===== src/rtl/irq_pq_pkg.sv =====
package irq_pq_pkg;

  localparam int OFFW = 16;

  typedef enum logic [2:0] {
    OP_NONE, OP_EOI, OP_GET, OP_SET, OP_TRIG, OP_SEOI
  } pq_op_e;

  localparam logic [3:0] NIB_EOI = 4'hC;
  localparam logic [3:0] NIB_GET = 4'hD;
  localparam logic [3:0] NIB_SET = 4'hE;

  // Offset as seen by the decoder after undoing the quirk shift.
  function automatic logic [OFFW-1:0] pq_norm_off(logic [OFFW-1:0] off, logic quirk);
    return quirk ? (off >> 4) : off;
  endfunction

  function automatic logic [3:0] pq_op_nibble(logic [OFFW-1:0] noff);
    return 4'((noff & 16'h0F00) >> 8);
  endfunction

  function automatic logic [1:0] pq_set_value(logic [OFFW-1:0] noff);
    return 2'((noff & 16'h0030) >> 4);
  endfunction

  function automatic logic pq_in_page(logic [OFFW-1:0] off, logic big);
    return big || ((off & 16'hF000) == 16'h0000);
  endfunction

  // Returns {fire, next_pq}
  function automatic logic [2:0] pq_trigger(logic [1:0] pq, logic lsi);
    if (lsi) return pq[1] ? {1'b0, pq} : {1'b1, 1'b1, pq[0]};
    case (pq)
      2'b00:   return {1'b1, 2'b10};
      2'b01:   return {1'b0, 2'b01};
      default: return {1'b0, 2'b11};
    endcase
  endfunction

  // Returns {fire, next_pq}
  function automatic logic [2:0] pq_eoi(logic [1:0] pq, logic lsi);
    if (lsi) return {1'b0, 1'b0, pq[0]};
    return {pq[0], pq[0], 1'b0};
  endfunction

endpackage


===== src/rtl/irq_pq_decode.sv =====
module irq_pq_decode
  import irq_pq_pkg::*;
#(
  parameter int NSRC = 8,
  parameter int SRCW = 3,
  parameter logic [NSRC-1:0] QUIRK_SET  = '0,
  parameter logic [NSRC-1:0] BIG_SET    = '0,
  parameter logic [NSRC-1:0] STEOI_SET  = '0,
  parameter logic [NSRC-1:0] TRIGPG_SET = '0
) (
  input  logic            req_write,
  input  logic [SRCW-1:0] req_src,
  input  logic [OFFW-1:0] req_off,
  output pq_op_e          dec_op,
  output logic [1:0]      dec_set
);

  logic [OFFW-1:0] noff;
  logic [3:0]      nib;
  logic            in_page;

  always_comb begin
    noff    = pq_norm_off(req_off, QUIRK_SET[req_src]);
    nib     = pq_op_nibble(noff);
    dec_set = pq_set_value(noff);
    in_page = pq_in_page(req_off, BIG_SET[req_src]);
    dec_op  = OP_NONE;
    if (in_page) begin
      if (!req_write) begin
        case (nib)
          NIB_EOI: dec_op = OP_EOI;
          NIB_GET: dec_op = OP_GET;
          NIB_SET: dec_op = OP_SET;
          default: dec_op = OP_NONE;
        endcase
      end else if (nib == NIB_EOI && STEOI_SET[req_src]) begin
        dec_op = OP_SEOI;
      end else if (!TRIGPG_SET[req_src]) begin
        dec_op = OP_TRIG;
      end
    end
  end

endmodule


===== src/rtl/irq_pq_cell.sv =====
module irq_pq_cell
  import irq_pq_pkg::*;
#(
  parameter bit LSI = 1'b0
) (
  input  logic       clk,
  input  logic       rst_n,
  input  logic       req_hit,
  input  pq_op_e     op,
  input  logic [1:0] set_val,
  input  logic       trig_hit,
  output logic [1:0] pq_q,
  output logic       fire_q
);

  logic [1:0] s_req, s_nxt;
  logic       f_req, f_trig;
  logic       is_eoi;
  logic       replay_evt;
  logic       coalesce_evt;

  assign is_eoi = req_hit && (op == OP_EOI || op == OP_SEOI);

  always_comb begin
    s_req = pq_q;
    f_req = 1'b0;
    if (req_hit) begin
      case (op)
        OP_EOI, OP_SEOI: {f_req, s_req} = pq_eoi(pq_q, LSI);
        OP_SET:          s_req = set_val;
        OP_TRIG:         {f_req, s_req} = pq_trigger(pq_q, LSI);
        default:         s_req = pq_q;
      endcase
    end
    if (trig_hit) {f_trig, s_nxt} = pq_trigger(s_req, LSI);
    else          {f_trig, s_nxt} = {1'b0, s_req};
  end

  assign replay_evt   = is_eoi && f_req;
  assign coalesce_evt = trig_hit && !LSI && s_req[1];

  always_ff @(posedge clk or negedge rst_n) begin
    if (!rst_n) begin
      pq_q   <= 2'b01;
      fire_q <= 1'b0;
    end else begin
      pq_q   <= s_nxt;
      fire_q <= f_req | f_trig;
    end
  end

  // a notification always leaves P set
  a_r2_fire_sets_p: assert property (@(posedge clk) disable iff (!rst_n)
    fire_q |-> pq_q[1]);

  if (LSI) begin : g_lsi
    a_r10_q_untouched: assert property (@(posedge clk) disable iff (!rst_n)
      trig_hit && !req_hit |=> pq_q[0] == $past(pq_q[0]));
    a_r10_eoi_silent: assert property (@(posedge clk) disable iff (!rst_n)
      is_eoi && !trig_hit |=> !fire_q && !pq_q[1]);
  end else begin : g_edge
    a_r2_idle_fires: assert property (@(posedge clk) disable iff (!rst_n)
      trig_hit && !req_hit && pq_q == 2'b00 |=> pq_q == 2'b10 && fire_q);
    a_r3_coalesce: assert property (@(posedge clk) disable iff (!rst_n)
      coalesce_evt && !req_hit |=> pq_q == 2'b11 && !fire_q);
    a_r3_masked_drop: assert property (@(posedge clk) disable iff (!rst_n)
      trig_hit && !req_hit && pq_q == 2'b01 |=> pq_q == 2'b01 && !fire_q);
    a_r4_eoi_replay: assert property (@(posedge clk) disable iff (!rst_n)
      is_eoi && !trig_hit |=> pq_q[1] == $past(pq_q[0]) && !pq_q[0]
                              && fire_q == $past(replay_evt));
  end

endmodule


===== src/rtl/irq_pq_bank.sv =====
module irq_pq_bank
  import irq_pq_pkg::*;
#(
  parameter int NSRC = 8,
  parameter int SRCW = (NSRC > 1) ? $clog2(NSRC) : 1,
  parameter logic [NSRC-1:0] LSI_SET    = 8'b0000_1000,
  parameter logic [NSRC-1:0] QUIRK_SET  = 8'b0001_0000,
  parameter logic [NSRC-1:0] BIG_SET    = 8'b0011_0000,
  parameter logic [NSRC-1:0] STEOI_SET  = 8'b1111_1001,
  parameter logic [NSRC-1:0] TRIGPG_SET = 8'b0000_0100
) (
  input  logic            clk,
  input  logic            rst_n,
  input  logic            trig_valid,
  input  logic [SRCW-1:0] trig_src,
  input  logic            req_valid,
  input  logic            req_write,
  input  logic [SRCW-1:0] req_src,
  input  logic [15:0]     req_off,
  output logic            rsp_valid,
  output logic [1:0]      rsp_pq,
  output logic [NSRC-1:0] notify
);

  pq_op_e     dec_op;
  logic [1:0] dec_set;
  logic [1:0] pq_all [NSRC];
  logic [1:0] old_pq;
  logic [1:0] rsp_d;

  irq_pq_decode #(
    .NSRC(NSRC), .SRCW(SRCW), .QUIRK_SET(QUIRK_SET), .BIG_SET(BIG_SET),
    .STEOI_SET(STEOI_SET), .TRIGPG_SET(TRIGPG_SET)
  ) dec_i (
    .req_write(req_write), .req_src(req_src), .req_off(req_off),
    .dec_op(dec_op), .dec_set(dec_set)
  );

  for (genvar i = 0; i < NSRC; i++) begin : g_src
    logic req_hit_i, trig_hit_i;
    assign req_hit_i  = req_valid && (dec_op != OP_NONE) && (req_src == SRCW'(i));
    assign trig_hit_i = trig_valid && (trig_src == SRCW'(i));
    irq_pq_cell #(.LSI(LSI_SET[i])) cell_i (
      .clk(clk), .rst_n(rst_n), .req_hit(req_hit_i), .op(dec_op),
      .set_val(dec_set), .trig_hit(trig_hit_i),
      .pq_q(pq_all[i]), .fire_q(notify[i])
    );
  end

  assign old_pq = pq_all[req_src];

  always_comb begin
    case (dec_op)
      OP_EOI:         rsp_d = {1'b0, old_pq[1]};
      OP_GET, OP_SET: rsp_d = old_pq;
      default:        rsp_d = 2'b11;
    endcase
  end

  always_ff @(posedge clk or negedge rst_n) begin
    if (!rst_n) begin
      rsp_valid <= 1'b0;
      rsp_pq    <= 2'b00;
    end else begin
      rsp_valid <= req_valid && !req_write;
      rsp_pq    <= rsp_d;
    end
  end

  // responses follow loads only
  a_r13_rsp_after_load: assert property (@(posedge clk) disable iff (!rst_n)
    rsp_valid |-> $past(req_valid && !req_write));
  // every load is answered
  a_r13_load_answered: assert property (@(posedge clk) disable iff (!rst_n)
    req_valid && !req_write |=> rsp_valid);

endmodule


===== config.mk =====
export PLATFORM = sky130hd
export DESIGN_NAME = irq_pq_bank
export DESIGN_NICKNAME = d
export VERILOG_FILES = /design/src/rtl/irq_pq_pkg.sv /design/src/rtl/irq_pq_decode.sv /design/src/rtl/irq_pq_cell.sv /design/src/rtl/irq_pq_bank.sv
export SDC_FILE = /design/constraint.sdc
export NUM_CORES = 1
export LEC_CHECK = 0
export BUFFER_PORTS_ARGS = -buffer_cell sky130_fd_sc_hd__buf_2
export CORE_MARGIN = 10
export CORE_UTILIZATION = 57
export CTS_BUF_LIST = sky130_fd_sc_hd__clkbuf_4 sky130_fd_sc_hd__clkbuf_8
export CTS_CLUSTER_DIAMETER = 50
export DETAILED_ROUTE_END_ITERATION = 7
export GPL_TIMING_DRIVEN = 0
export PLACE_DENSITY_LB_ADDON = 0.3
export SLEW_MARGIN = 20
export SYNTH_ARGS = -nofsm -noshare
export SYNTH_HDL_FRONTEND = slang
export SYNTH_SLANG_ARGS = --single-unit

===== constraint.sdc =====
create_clock -name clk -period 1.5 [get_ports clk]
set_input_delay 0.15 -clock clk [delete_from_list [all_inputs] [get_ports clk]]
set_output_delay 0.15 -clock clk [all_outputs]
set_load 0.02 [all_outputs]

; ---- Word level (Yosys, flattened, before mapping)
; Memory sizes are Yosys's and may differ from the RTL's.
; Index checks and enable logic that the tools add are counted.
[word_totals]
ff_bits = 27
romBits = 32
output_inout_bits = 11
memories = 4
[classes]
n_reduce_logical = 43
n_mux = 88
eq_ne = 38
magnitude_cmp = 2
n_bitwise = 9
[mem_list]
columns = memory, words, word_bits, rd, rd_clocked_by_memory_dff, write_ports, line_no
row1 = (name not given), 8, 1, 1, 0, 0, irq_pq_decode.sv:23  ; noff = pq_norm_off(req_off, QUIRK_SET[req_src]);
row2 = (name not given), 8, 1, 1, 0, 0, irq_pq_decode.sv:26  ; in_page = pq_in_page(req_off, BIG_SET[req_src]);
row3 = (name not given), 8, 1, 1, 0, 0, irq_pq_decode.sv:36  ; end else if (nib == NIB_EOI && STEOI_SET[req_src]) begin
row4 = (name not given), 8, 1, 1, 0, 0, irq_pq_decode.sv:38  ; end else if (!TRIGPG_SET[req_src]) begin
[op_table]
columns = operator, count
row1 = $pmux 3 s2, 16
row2 = $pmux 2 s3, 9
row3 = $mux 2, 18
row4 = $eq 2x1->1 const B, 16
row5 = $logic_not 2->1, 16
row6 = $eq 3x3->1 const B, 10
row7 = $mux 3, 9
row8 = $mux 1, 25
row9 = $logic_and 1x1->1, 19
row10 = $eq 3x2->1 const B, 6
row11 = $logic_not 16->1, 1
row12 = $pmux 1 s2, 8
row13 = $eq 4x4->1 const B, 3
row14 = $mux 12, 1
row15 = $eq 3x1->1 const B, 3
row16 = $or 1x1->1, 8
row17 = $bmux 2 s3, 1
row18 = $logic_not 3->1, 2
row19 = $ge 4x4->1 const B, 1
row20 = $lt 3x4->1 const B, 1
row21 = $not 3->4, 1
row22 = $pmux 2 s2, 1
row23 = $reduce_or 2->1, 2
row24 = $reduce_bool 3->1, 1
row25 = other kinds (2), 2

; ---- Depth between registers and ports, before layout
[depth]
ltp_word = 20
ltp_mapped = 12
mapped_depth_nobuf = 9

; ---- Cells and area by module
; From an unflattened synthesis, not the netlist that was laid out.
[unflattened]
cells_unflattened = 259
area_unflattened_um2 = 2357.3
[by_module_without_submodules]
columns = module, seq_area_each_um2, area_per_inst_um2, cells_per_inst, n_inst
row1 = irq_pq_cell (g_src[0].cell_i ...), 76.3, 225.2, 24, 7
row2 = irq_pq_bank, 75.1, 371.6, 47, 1
row3 = irq_pq_decode, 0.0, 237.7, 29, 1
row4 = irq_pq_cell (g_src[3].cell_i), 76.3, 171.4, 15, 1

; ---- Worst setup path before layout
; Ideal clock, no wire load.
[synth_path]
path_kind = in2reg
start = input port req_src[0]
end = register g_src[1].cell_i.fire_q
setup_time_ns = 0.118
required_time_ns = 1.382
setup_slack_ns = -1.235
arrival_ns = 2.617
path_stages = 11
path_cell_list = clkbuf_1 > inv_1 > ha_1 > nand2_1 > mux2_2 > or4_4 > buf_6 > o21ai_4 > o22ai_1 > a31o_1 > a21o_1
[synth_between]
elab_chain_cells = 16
elab_cells_between_ends = 37
cone_classes = eq/ne: 9 / mux: 16 / bitwise: 1 / reduce/logical: 7 / memory: 4
[synth_rtl]
columns = item, line_no
row1 = "start, declared", irq_pq_bank.sv:18  ; input logic [SRCW-1:0] req_src,
row2 = $mem_v2 8x1, -
row3 = $mux 1 (implied by the code), irq_pq_decode.sv:23
row4 = $mux 12, irq_pq_pkg.sv:15  ; return quirk ? (off >> 4) : off;
row5 = $eq 4x4->1, "irq_pq_decode.sv:30, irq_pq_decode.sv:36"
row6 = $logic_and 1x1->1, irq_pq_decode.sv:36
row7 = $mux 3, irq_pq_decode.sv:36
row8 = $mux 3, irq_pq_decode.sv:29  ; if (!req_write) begin
row9 = $mux 3, irq_pq_decode.sv:28  ; if (in_page) begin
row10 = $eq 3x3->1 (tied with other cells), -
row11 = $reduce_or 2->1 or $logic_and 1x1->1 (tied branches), "irq_pq_cell.sv:28, irq_pq_bank.sv:41"
row12 = $pmux 2 s3 or $logic_and 1x1->1 (tied branches), "irq_pq_cell.sv:28, irq_pq_bank.sv:41"
row13 = $mux 2, irq_pq_cell.sv:27  ; if (req_hit) begin
row14 = $eq 2x1->1 or $logic_not 2->1 (tied branches), irq_pq_pkg.sv:33  ; case (pq)
row15 = $pmux 3 s2, irq_pq_pkg.sv:33
row16 = $mux 1, irq_pq_cell.sv:35  ; if (trig_hit) {f_trig, s_nxt} = pq_trigger(s_req, LSI);
row17 = $or 1x1->1 *, irq_pq_cell.sv:48  ; fire_q <= f_req | f_trig;
row18 = "end signal, assigned", irq_pq_cell.sv:48
row19 = "end, declared", irq_pq_cell.sv:13  ; output logic fire_q
; Every way passes the cells marked *; elsewhere a longest branch is shown, timed or not. The select of a mux whose other input is x is not followed.

; ---- Worst setup path after layout
[layout_path]
start = input port req_off[12]
end = register g_src[0].cell_i.fire_q
[layout_between]
elab_chain_cells = 14
elab_cells_between_ends = 28
cone_classes = eq/ne: 8 / mux: 11 / bitwise: 1 / reduce/logical: 8
[layout_rtl]
columns = item, line_no
row1 = "start, declared", irq_pq_bank.sv:19  ; input logic [15:0] req_off,
row2 = $mux 12, irq_pq_pkg.sv:15
row3 = $eq 4x4->1, "irq_pq_decode.sv:30, irq_pq_decode.sv:36"
row4 = $logic_and 1x1->1, irq_pq_decode.sv:36
row5 = $mux 3, irq_pq_decode.sv:36
row6 = $mux 3, irq_pq_decode.sv:29
row7 = $mux 3 *, irq_pq_decode.sv:28
row8 = $eq 3x3->1 (tied with other cells), -
row9 = $reduce_or 2->1 or $logic_and 1x1->1 (tied branches), "irq_pq_cell.sv:28, irq_pq_bank.sv:41"
row10 = $pmux 2 s3 or $logic_and 1x1->1 (tied branches), "irq_pq_cell.sv:28, irq_pq_bank.sv:41"
row11 = $mux 2, irq_pq_cell.sv:27
row12 = $eq 2x1->1 or $logic_not 2->1 (tied branches), irq_pq_pkg.sv:33
row13 = $pmux 3 s2, irq_pq_pkg.sv:33
row14 = $mux 1, irq_pq_cell.sv:35
row15 = $or 1x1->1 *, irq_pq_cell.sv:48
row16 = "end signal, assigned", irq_pq_cell.sv:48
row17 = "end, declared", irq_pq_cell.sv:13
; Every way passes the cells marked *; elsewhere a longest branch is shown, timed or not.

==> impl_metrics.yaml <==
run_status:
  outcome: "finished, violations left"
  failed_checks: "negative setup slack"
clock_tree:
  clkSinkCount: 27
  cts_tree: "yes"
  cts_htree_levels: 1
  cts_inserted_buffers: 3
  cts.path.max_buffers: 2
  worst_skew_pair.late_latency_ps: 290
  ctsRootBufferMaster: "clkbuf_8"
  cts.reportedPaths.clkPinSlew_ps: 110
synthesis:
  synth.largest_area_cell: "dfrtp_1"
  netlist_area_um2: 2330
  synth.ff_latch_count: 27
  synth_warnings: 0
  edff_count_synth: 0
  synthMostInstantiatedCell: "nand2_1"
  netlist-cell-type-count: 63
  postSynthCellCount: 268
  synth.top_cells.by_count: "nand2_1 (33), dfrtp_1 (19), nand2b_1 (13)"
  synth_area_leaders: "dfrtp_1 (20%), dfstp_2 (9.0%), nand2_1 (5.3%)"
  syn_nets: 299
  ys.flop_type: "dfrtp_1"
  synth_top_area_share_pct: 20.4
  post_synth.cell_area_avg_um2: 8.68
  synth_sequential_area_ratio_pct: 29.5
  synth-async-reset-ratio_pct: 100
floorplan:
  fp.dieW_um: 83.9
  fp-row-count: 23
  dieArea_um2: 7040
  core_area_um2: 3970
  fp.dieH_um: 83.9
  initial_util_pct: 58.6
  top_level_ports: 38
layout:
  layout-area-overhead-vs-synth_pct: 40.7
  post-route-util_pct: 82.5
  drive_above_1_share_pct: 44.1
  antenna_cells_inserted: 0
  final_nets: 363
run:
  max-cap-violations: 0
global_routing:
  pin_count_of_the_biggest_net_entering_global_routing: 28
  number_of_global_route_vias_before_repair: 2640
  global_route_wire_length_before_repair_um: 12900
  gr-usage-all-layers_pct: 21.6
  antenna_violations_before_repair: 0
  overflow: 0
detailed_routing:
  detail_route.wl_per_cell_um: 23.5
  route.met3.wl_um: 954
  topRoutingLayerUsed: "met4"
  dr_total_vias: 2745
  finalWirelength_um: 8950
  m1WireLength_um: 3260
  dr_wl_met2_um: 4210
  antenna_left: 0
  detailedRoute.firstIterationViolations: 453
  dr.pass1.iters: 7
  viasPerCell: 7.20
  drt_drc_violations_left: 0
sta:
  rsz_0062_raised_after_global_routing: "true"
  max_freq_ghz: 0.437
  hold_violations: 0
  finClkSkew_ps: 7.19
  slew_violations: 0
  max_slew_margin_pct: 55.5
  fin_worst_hold_slack_ps: 173
  period_share_pct: 153
  timing_worst_slew_pin_value_ps: 654
  setup_viol: 26
  finalWorstSetupSlack_ps: -788
  final_period_demand_of_the_worst_path_ps: 2290
placed_design:
  globalplace.congestion: 0.953
  hpwlAfterDp_um: 4830
  dpl_worst_slack_ps: -1430
  io_buffer_count: 28
critical_path:
  required_time_reported_for_the_critical_path_endpoint_ps: 1690
  worstSetupPathType: "input pin to register"
  setup.worst_path.start_class: "input pin"
  crit_path_max_fanout: 5
  cp-end-kind: "register"
  critical_path_arrival_ps: 2480
power_and_ir_drop:
  irDropWorstVdd_mv: 0.643
  switching_share_pct: 39.7
  clockPowerShare_pct: 16.0
  power.switching_mw: 1.13
  p_leak_nw: 1.41
  internal_power_mw: 1.71
  power_per_cell_area_nw_per_um2: 866
  share_comb_of_total_power_pct: 41.7
  power.sequential.fraction_pct: 42.3
  total_power_mw: 2.84
min_path:
  holdCritPathClass: "input pin to register"
==> state kept, by name (all words and copies together) (netlist names) <==
| register | cells |
|---|---|
| g_src.cell_i.fire_q | 8 |
| g_src.cell_i.pq_q | 16 |
| rsp_pq | 2 |
| rsp_valid | 1 |
==> power by group through the flow <==
stage | registers [mW] | logic [mW] | clock network (mW)
after floorplan | 1.11 | 0.695 | 0
after global placement | 1.17 | 0.858 | 0
after global routing | 1.22 | 1.26 | 0.485
final | 1.20 | 1.18 | 0.453
after CTS | 1.17 | 0.981 | 0.456
after detailed placement | 1.18 | 0.880 | 0
==> layer usage <==
layer / global-route usage, % / vias up
met3: 4.88 / 77
li1: - / 1154
met5: 0 / -
met1: 24.3 / 1280
met4: 9.89 / 0
met2: 37.5 / 234
==> worst max-delay path, cell delays in order <==
cell	delay (ps)
buf_8	100
or4_4	540
and2_4	160
or4_4	590
buf_8	180
o21ai_4	220
o22ai_1	120
a31o_1	250
a21o_1	160
==> path summary, 6_finish.rpt <==
| kind | from | to | slack [ps] | depth (start not counted) |
|---|---|---|---|---|
| setup / recovery | req_off[12] | g_src[0].cell_i.fire_q | -790 | 9 |
| hold / removal | trig_src[2] | g_src[6].cell_i.pq_q[0] | 170 | 3 |
| setup reg to reg | g_src[4].cell_i.pq_q[0] | g_src[4].cell_i.fire_q | -90 | 5 |
| hold reg to reg | g_src[5].cell_i.pq_q[0] | g_src[5].cell_i.pq_q[0] | 590 | 2 |
| max in group asynchronous | rst_n | g_src[6].cell_i.fire_q | 690 | 2 |
| min in group asynchronous | rst_n | rsp_valid | 400 | 2 |
==> per-stage QoR <==
step	area, um^2	std cells	TNS (ps)
after floorplan	2410	268	-18170
after global placement	2610	346	-31460
after detailed placement	2610	346	-32700
after CTS	3030	372	-15530
after global routing	3270	381	-18400
final	3270	381	-17570
==> cell usage in the layout, fill, tap and decap left out, types with 4 or more instances in the layout <==
cell type,n
o21ai_1,5
nand2_1,29
a21oi_1,6
o22ai_1,6
nand2b_1,12
o211ai_1,4
mux2i_1,5
dfstp_2,8
buf_8,4
dfrtp_1,19
nor2b_1,5
a21o_1,11
buf_2,24
buf_4,33
inv_1,4
nor3_1,5
a31oi_1,4
mux4_2,4
buf_6,7
nor2_1,10
clkbuf_1,6
nand3_1,9
==> what timing repair did <==
action                                  CTS  global route
hold buffers                              1             0
endpoints found under the setup margin   26            26
hold endpoints to repair                 19             0
pin swaps                                22            14
resized for setup                        43            34
cloned                                    1             0
buffers inserted                         22             9
==> kinds of logic after synthesis <==
| group | synth area share [%] |
|---|---|
| AND/OR/NAND/NOR | 24.0 |
| flip-flops | 29.5 |
| buffers and inverters | 6.29 |
| multiplexers | 9.25 |
| XOR/XNOR | 0.753 |
| adder cells (fa/ha/maj) | 2.15 |
| AO/OA/AOI/OAI | 28.1 |
==> layout make-up <==
type,instances,area (um^2)
clock buffer,3,41.3
tap,50,62.6
multi-input combinational,214,1830
fill,196,697
sequential,27,686
timing repair buffer,61,474
buffer,19,145
inverter,6,27.5
clock inverter,1,7.51
No activity file was read; power rests on OpenSTA's default activity.
